==> src/rtl/vga_plane_mapper.sv <==
module vga_plane_mapper #(
  parameter int OFS_W  = 16,
  parameter int BASE_W = 6,
  parameter int ADDR_W = 20
) (
  input  logic              clk,
  input  logic              rst_n,
  input  logic              req_valid,
  input  logic              req_write,
  input  logic [OFS_W-1:0]  req_offset,
  input  logic [BASE_W-1:0] cfg_base,
  input  logic [3:0]        cfg_map_mask,
  input  logic              cfg_chain4,
  input  logic              cfg_packed4,
  input  logic              cfg_force15,
  input  logic              cfg_odd_even,
  input  logic              cfg_page,
  input  logic              cfg_wchain2,
  input  logic              cfg_rchain2,
  input  logic [1:0]        cfg_read_map,
  output logic              map_valid,
  output logic [ADDR_W-1:0] map_laddr,
  output logic [3:0]        map_plane_en,
  output logic [1:0]        map_read_plane
);
  localparam int BASE_LSB = ADDR_W - BASE_W;
  localparam int PAD_W    = ADDR_W - OFS_W;

  logic              low_bit;
  logic [OFS_W-1:0]  vga_raw;
  logic [OFS_W-1:0]  vga_addr;
  logic [ADDR_W-1:0] laddr_d;
  logic [3:0]        en_d;
  logic [1:0]        sel_d;
  logic              c2_wr;
  logic              c2_rd;

  assign low_bit = cfg_odd_even ? cfg_page : req_offset[0];
  assign c2_wr   = !cfg_chain4 && cfg_wchain2;
  assign c2_rd   = !cfg_chain4 && cfg_rchain2;

  always_comb begin
    if (cfg_chain4 && cfg_packed4)
      vga_raw = {2'b00, req_offset[OFS_W-1:2]};
    else if (cfg_chain4)
      vga_raw = {req_offset[OFS_W-1:2], 2'b00};
    else
      vga_raw = {req_offset[OFS_W-1:1], low_bit};
  end

  assign vga_addr = {vga_raw[OFS_W-1] & ~cfg_force15, vga_raw[OFS_W-2:0]};
  assign laddr_d  = {cfg_base, {BASE_LSB{1'b0}}} + {{PAD_W{1'b0}}, vga_addr};

  always_comb begin
    if (!req_write)
      en_d = 4'b0000;
    else if (cfg_chain4)
      en_d = cfg_map_mask & (4'b0001 << req_offset[1:0]);
    else if (c2_wr)
      en_d = cfg_map_mask & (low_bit ? 4'b1010 : 4'b0101);
    else
      en_d = cfg_map_mask;
  end

  always_comb begin
    if (req_write)
      sel_d = 2'b00;
    else if (cfg_chain4)
      sel_d = req_offset[1:0];
    else if (c2_rd)
      sel_d = {cfg_read_map[1], low_bit};
    else
      sel_d = cfg_read_map;
  end

  always_ff @(posedge clk or negedge rst_n) begin
    if (!rst_n) begin
      map_valid      <= 1'b0;
      map_laddr      <= '0;
      map_plane_en   <= 4'b0000;
      map_read_plane <= 2'b00;
    end else begin
      map_valid <= req_valid;
      if (req_valid) begin
        map_laddr      <= laddr_d;
        map_plane_en   <= en_d;
        map_read_plane <= sel_d;
      end
    end
  end


  resp_follows_req_chk: assert property (@(posedge clk) disable iff (!rst_n)
    req_valid |=> map_valid);


  no_spurious_resp_chk: assert property (@(posedge clk) disable iff (!rst_n)
    !req_valid |=> !map_valid);


  en_within_mask_chk: assert property (@(posedge clk) disable iff (!rst_n)
    req_valid && req_write |=> (map_plane_en & ~$past(cfg_map_mask)) == 4'b0000);


  chain4_single_plane_chk: assert property (@(posedge clk) disable iff (!rst_n)
    req_valid && req_write && cfg_chain4 |=> $countones(map_plane_en) <= 1);


  packed_range_chk: assert property (@(posedge clk) disable iff (!rst_n)
    req_valid && cfg_chain4 && cfg_packed4 |=>
      ((map_laddr - {$past(cfg_base), {BASE_LSB{1'b0}}}) >> (OFS_W - 2)) == '0);


  force15_window_chk: assert property (@(posedge clk) disable iff (!rst_n)
    req_valid && cfg_force15 |=>
      ((map_laddr - {$past(cfg_base), {BASE_LSB{1'b0}}}) >> (OFS_W - 1)) == '0);


  read_no_enable_chk: assert property (@(posedge clk) disable iff (!rst_n)
    req_valid && !req_write |=> map_plane_en == 4'b0000);


  write_plane_zero_chk: assert property (@(posedge clk) disable iff (!rst_n)
    req_valid && req_write |=> map_read_plane == 2'b00);
endmodule

==> config.mk <==
export PLATFORM = sky130hd
export DESIGN_NAME = vga_plane_mapper
export DESIGN_NICKNAME = d
export VERILOG_FILES = /design/src/rtl/vga_plane_mapper.sv
export SDC_FILE = /design/constraint.sdc
export NUM_CORES = 1
export LEC_CHECK = 0
export ABC_AREA = 0
export BUFFER_PORTS_ARGS = -buffer_cell sky130_fd_sc_hd__buf_2
export CORE_MARGIN = 2
export CORE_UTILIZATION = 45
export DETAILED_ROUTE_END_ITERATION = 10
export PLACE_DENSITY = 0.78
export SETUP_SLACK_MARGIN = 0.5
export SYNTH_ARGS = -nofsm -noshare
export SYNTH_HDL_FRONTEND = slang
export SYNTH_SLANG_ARGS = --single-unit
==> constraint.sdc <==
create_clock -name clk -period 1.2 [get_ports clk]
set_clock_uncertainty 0.1 [all_clocks]
set_input_delay 0.18 -clock clk [delete_from_list [all_inputs] [get_ports clk]]
set_output_delay 0.18 -clock clk [all_outputs]
set_load 0.05 [all_outputs]
==> metrics, run 1 <==
htree depth=1; status=complete, but fails checks; Die W=59.48 um; synthesized area per cell=10.04 um2; Final Hold Vio Count=27; Residual DRC=0; TritonCTS Sinks=27; die area=about 3500 um2; initial DRC count=48; final core occ=76.34%; VDD IR max=0.6563 mV; routability congestion estimate from global placement=0.8491; crit path DAT=1390 ps; CTS tree=yes; Antenna Cells=0; RSZ-0062 raised after global routing=yes; final non-filler cell total=247; Clk pin slew, worst setup/hold paths=140 ps; Mapped Cells=138; CP max stage cell=or3_1; Root Buffer=clkbuf_4; Final Setup Violations=4; Clock Latency Late Sink=~310 ps; Critical Path Max Stage Delay=roughly 310 ps; delay-heaviest family, CP=simple AND/OR/NAND/NOR gates; worst slack, placed=-495.7 ps; crit path cell chain=buf_8 > nand2_8 > and3b_2 > ha_4 > a21oi_2 > or3_1 > a31oi_1; Vias/cell=5.304; fin crit period=1241 ps; Core Region=2978 um2; Port-buffer cells=65; Post-layout nets=257; initial antenna violation count=0; Achievable Freq=~810 MHz; share of layout cells above drive strength 1=67.76%; total I/O pin count=66; register area share after synthesis=48.78%; crit start category=input pin; CP bufs+invs=1; Cell Count Post-Placement=236; Post-Route WL=3696 um; Area Growth Syn to Fin=64.14%; Vias=1,310; WL/cell=between 10 and 15 um; Final Slew Violations=0; critical path class=in -> reg; row count=20; Pwr Density=1109 nW/um2; Net Count, Synth=180; Hold Path Class=in -> async; clk buf depth=2; Syn. warnings=0; most frequent cells in the layout=35 x buf_2, 29 x buf_6, 25 x dfrtp_2; DP HPWL=roughly 2700 um; CP endpoint kind=flip-flop; total gr overflow=0; vias in the first global route=1,337; worst slew pin tran=340.5 ps; Final WS setup=-40.59 ps; Distinct cells, synth=33; CP Max Fanout=4; flops & latches, synth=27; pin count of the biggest net entering global routing=28; CTS buffer count=3; failing checks=negative hold slack, negative setup slack; commonest non-fill, non-tap cell in the layout=buf_2; Leak=0.001056 uW; Final Cycle Share=103.4%; Die Y-Extent=59.48 um; Min Hold Slack=-269.4 ps; FILL cells=215; Max-cap violations=0; Slew HR=77.30%; GR Util All Layers=22.71%; starting density of the core=46.51%; CP required=1350 ps; global-route wire length before repair=5989 um; antenna viol nets, final=0; Post-Syn Area=1385 um2; First-pass DRT Iterations=4
-- where the power goes --
part | internal, uW | switching (uW) | total [uW]
combinational | 433 | 604 | 1040
sequential | 1020 | 80.6 | 1100
clock | 125 | 259 | 384
-- metal layers --
layer  global-route usage (%)  vias up  part of all wire, %
li1                         -      639                    -
met1                    26.61      608                   39
met2                    42.07       59                   53
met3                    4.148        4                  7.0
met4                    5.844        0                 0.78
met5                        0        -                    0
-- synthesized netlist by cell type --
library cell  instances  area (um2)
a21boi_0              3       22.52
a21oi_1              16       80.08
a31oi_1               4       25.02
and2_1                1       6.260
and2b_1               1       7.510
and3b_1               1       8.760
buf_1                 1       3.750
buf_2                 4       20.02
buf_4                 1       7.510
clkbuf_1              1       3.750
dfrtp_1              27       675.7
fa_1                  1       20.02
ha_1                  2       25.02
inv_1                 8       30.03
mux2_2                2       22.52
mux2_4                1       15.01
mux2i_1              13       130.1
nand2_1               2       7.510
nand2_2               1       6.260
nand2b_1              5       31.28
nand3_1               5       25.02
nand3b_1              2       15.01
nand4_1               1       6.260
nor2_1               18       67.56
o21a_1                2       15.01
o21ai_0               3       15.01
o21ai_2               1       8.760
o22ai_1               2       12.51
o32ai_1               4       35.03
or2_2                 1       6.260
or3_1                 2       12.51
xnor2_1               1       8.760
xor2_1                1       8.760
-- metrics by stage --
stage	cell area (um2)	power (uW)	setup TNS [ps]
after floorplan	1469	1644	-1793
after global placement	1853	1883	-2098
after detailed placement	1853	1905	-2547
after CTS	2178	2490	-77.06
after global routing	2273	2646	-1060
final	2273	2521	-67.98
-- final cells by class --
| type | count | area (um2) | share of cell area (%) |
|---|---|---|---|
| Tap cell | 33 | 41.29 | 1.816 |
| Multi-Input combinational cell | 96 | 803.3 | 35.33 |
| Clock inverter | 1 | 5.005 | 0.2201 |
| Inverter | 8 | 30.03 | 1.321 |
| Clock buffer | 3 | 22.52 | 0.9906 |
| Timing Repair Buffer | 79 | 664.4 | 29.22 |
| Sequential cell | 27 | 706.9 | 31.10 |
-- registers in the layout (all words and copies together), names as in the netlist --
register and flops:
map_plane_en 4, map_laddr 20, map_valid 1, map_read_plane 2
-- path summary, 6_finish.rpt --
path	from	endpoint	slack [ps]	depth (start not counted)
setup reg to reg	map_laddr[1]	map_laddr[1]	220	4
hold / removal	rst_n	map_read_plane[1]	-270	2
setup / recovery	cfg_packed4	map_laddr[17]	-40	7
min in group clk	cfg_base[5]	map_laddr[19]	30	3
max in group asynchronous	rst_n	map_laddr[11]	990	2
hold reg to reg	map_laddr[14]	map_laddr[14]	460	1
-- kinds of logic after synthesis --
family	count (synthesis)	synth area share (%)
simple gates	40	14.45
xor+xnor	2	1.265
compound gates	35	15.45
buf+inv	15	4.697
fa+ha+maj	3	3.252
mux	16	12.10
flops	27	48.78
-- what timing repair did --
| action | CTS | global route |
|---|---|---|
| endpoints found under the hold margin | 27 | 27 |
| pin swaps | 11 | 8 |
| cloned | 0 | 0 |
| buffers inserted | 2 | 5 |
| gates resized for setup | 81 | 18 |
| endpoints found under the setup margin | 53 | 53 |
(Power assumes the default switching activity.)
==> run 2: changes to the inputs <==
PLACE_DENSITY = 0.87   (was 0.78)
RECOVER_POWER = 100   (was default)
==> metrics, run 2 (synthesis gave the netlist of run 1 again) <==
max reg flops=20 (unchanged); Final Slew Violations=0 (unchanged); Port-buffer cells=65 (unchanged); global-route wire length before repair=6285 um (was 5989 um); vias in the first global route=1,514 (was 1,337); Final Hold Vio Count=27 (unchanged); Reg2Reg Setup Slack=150 ps (was 220 ps); setup_tns=-231.4 ps (was -67.98 ps); CP required=1360 ps (was 1350 ps); Pwr Density=1113 nW/um2 (was 1109 nW/um2); CP bufs+invs=1 (unchanged); Critical Path Max Stage Delay=350 ps (was 310 ps); htree depth=1 (unchanged); Slew HR=55.61% (was 77.30%); row count=20 (unchanged); share of layout cells above drive strength 1=64.38% (was 67.76%); Final Cycle Share=105.8% (was 103.4%); initial antenna violation count=0 (unchanged); RSZ-0062 raised after global routing=yes (unchanged); First-pass DRT Iterations=4 (unchanged); Leak=0.001054 uW (was 0.001056 uW); top flop regs=map_laddr x20, map_plane_en x4, map_read_plane x2 (unchanged); Vias=1,374 (was 1,310); starting density of the core=46.51% (unchanged); Residual DRC=0 (unchanged); Hold Path Class=in -> async (unchanged); total gr overflow=0 (unchanged); Clock Latency Late Sink=310 ps (about the same); Area Growth Syn to Fin=66.12% (was 64.14%); CP max stage cell=or3_4 (was or3_1); footprint of the multi-input gates=805.8 um2 (was 803.3 um2); DP HPWL=2610 um (was 2672 um); most frequent cells in the layout=34 x buf_2, 32 x buf_6, 25 x dfrtp_2 (was 35 x buf_2, 29 x buf_6, 25 x dfrtp_2); TritonCTS Sinks=27 (unchanged); largest reg by FF count=map_laddr (unchanged); Final Setup Violations=18 (was 4); initial DRC count=37 (was 48); Reg area=706.9 um2 (unchanged); clk buf depth=2 (unchanged); Root Buffer=clkbuf_4 (unchanged); Die Y-Extent=59.48 um (unchanged); Antenna Cells=0 (unchanged); VDD IR max=0.6879 mV (was 0.6563 mV); Post-Route WL=4108 um (was 3696 um); WL/cell=16.30 um (was 14.96 um); GR Util All Layers=23.43% (was 22.71%); FILL cells=214 (was 215); final non-filler cell total=252 (was 247); status=complete, but fails checks (unchanged); routability congestion estimate from global placement=0.7833 (was 0.8491); crit start category=input pin (unchanged); Vias/cell=5.452 (was 5.304); Cell Count Post-Placement=240 (was 236); antenna viol nets, final=0 (unchanged); Achievable Freq=787.6 MHz (was 806.1 MHz); Min Hold Slack=-158.9 ps (was -269.4 ps); pin count of the biggest net entering global routing=28 (unchanged); CP endpoint kind=flip-flop (unchanged); delay-heaviest family, CP=simple AND/OR/NAND/NOR gates (unchanged); commonest non-fill, non-tap cell in the layout=buf_2 (unchanged); critical path class=in -> reg (unchanged); CP Max Fanout=4 (unchanged); total I/O pin count=66 (unchanged); CTS tree=yes (unchanged); CTS buffer count=3 (unchanged); Die W=59.48 um (unchanged); Core Region=2978 um2 (unchanged); failing checks=negative hold slack, negative setup slack (unchanged); worst slack, placed=-501.6 ps (was -495.7 ps); Max-cap violations=0 (unchanged); worst slew pin tran=665.9 ps (was 340.5 ps); Post-layout nets=262 (was 257); Final WS setup=-69.76 ps (was -40.59 ps); crit path cell chain=buf_8 > nand2_8 > and3b_2 > ha_4 > a21oi_4 > or3_4 > a31oi_4 (was buf_8 > nand2_8 > and3b_2 > ha_4 > a21oi_2 > or3_1 > a31oi_1); Clk pin slew, worst setup/hold paths=150 ps (was 140 ps); crit path DAT=1430 ps (was 1390 ps); die area=3538 um2 (unchanged); fin crit period=1270 ps (was 1241 ps)
## run 2: changes by cell type in the layout (fill, tap and decap cells not counted), sizes merged
| cell | before | now |
|---|---|---|
| clkbuf | 3 | 10 |
| buf | 79 | 77 |
## run 2: area by class of cell
type | count | share of cell area [%]
tap | 33 | 1.794
inverter | 8 | 1.305
timing repair buffer | 84 | 29.96
clock buffer | 3 | 0.9788
clock inverter | 1 | 0.2175
sequential | 27 | 30.72
multi-input combinational | 96 | 35.02
## run 2: final timing paths
kind                                 startpoint               to  cells past startpoint
max in group asynchronous                 rst_n    map_laddr[13]                      2
worst min register to register    map_laddr[14]    map_laddr[14]                      1
worst max register to register     map_laddr[9]     map_laddr[9]                      4
worst min-delay path                      rst_n     map_laddr[1]                      2
worst max-delay path                cfg_packed4    map_laddr[17]                      7
min in group clk                cfg_map_mask[3]  map_plane_en[3]                      3
## run 2: power breakdown
| group | switching, uW | leakage, uW | internal (uW) |
|---|---|---|---|
| registers | 82.7 | 0.000291 | 1020 |
| logic | 620 | 0.000746 | 443 |
| clock network | 271 | 0.0000177 | 125 |
| total | 974 | 0.00105 | 1590 |
## run 2: per-layer routing
layer	vias to the layer above	global-route usage (%)	wire (um)	part of all wire, %
met1	655	26.57	1573	38
met4	0	7.143	103	2.5
met2	59	42.23	2139	52
li1	647	-	-	-
met3	13	6.550	292	7.1
met5	-	0	0	0
## run 2: timing repair
action | in CTS | in global routing
pin swaps | 17 | 3
buffers inserted | 5 | 3
hold endpoints to repair | 28 | 27
endpoints found under the setup margin | 53 | 53
gates resized for setup | 84 | 28
## run 2: metrics by stage
step / area, um2 / util [%] / power, uW
CTS: 2243 / 75.34 / 2523
floorplan: 1469 / - / 1644
global placement: 1871 / 62.82 / 1890
finish: 2301 / 77.27 / 2561
detailed placement: 1871 / 62.82 / 1909
global route: 2301 / 77.27 / 2679
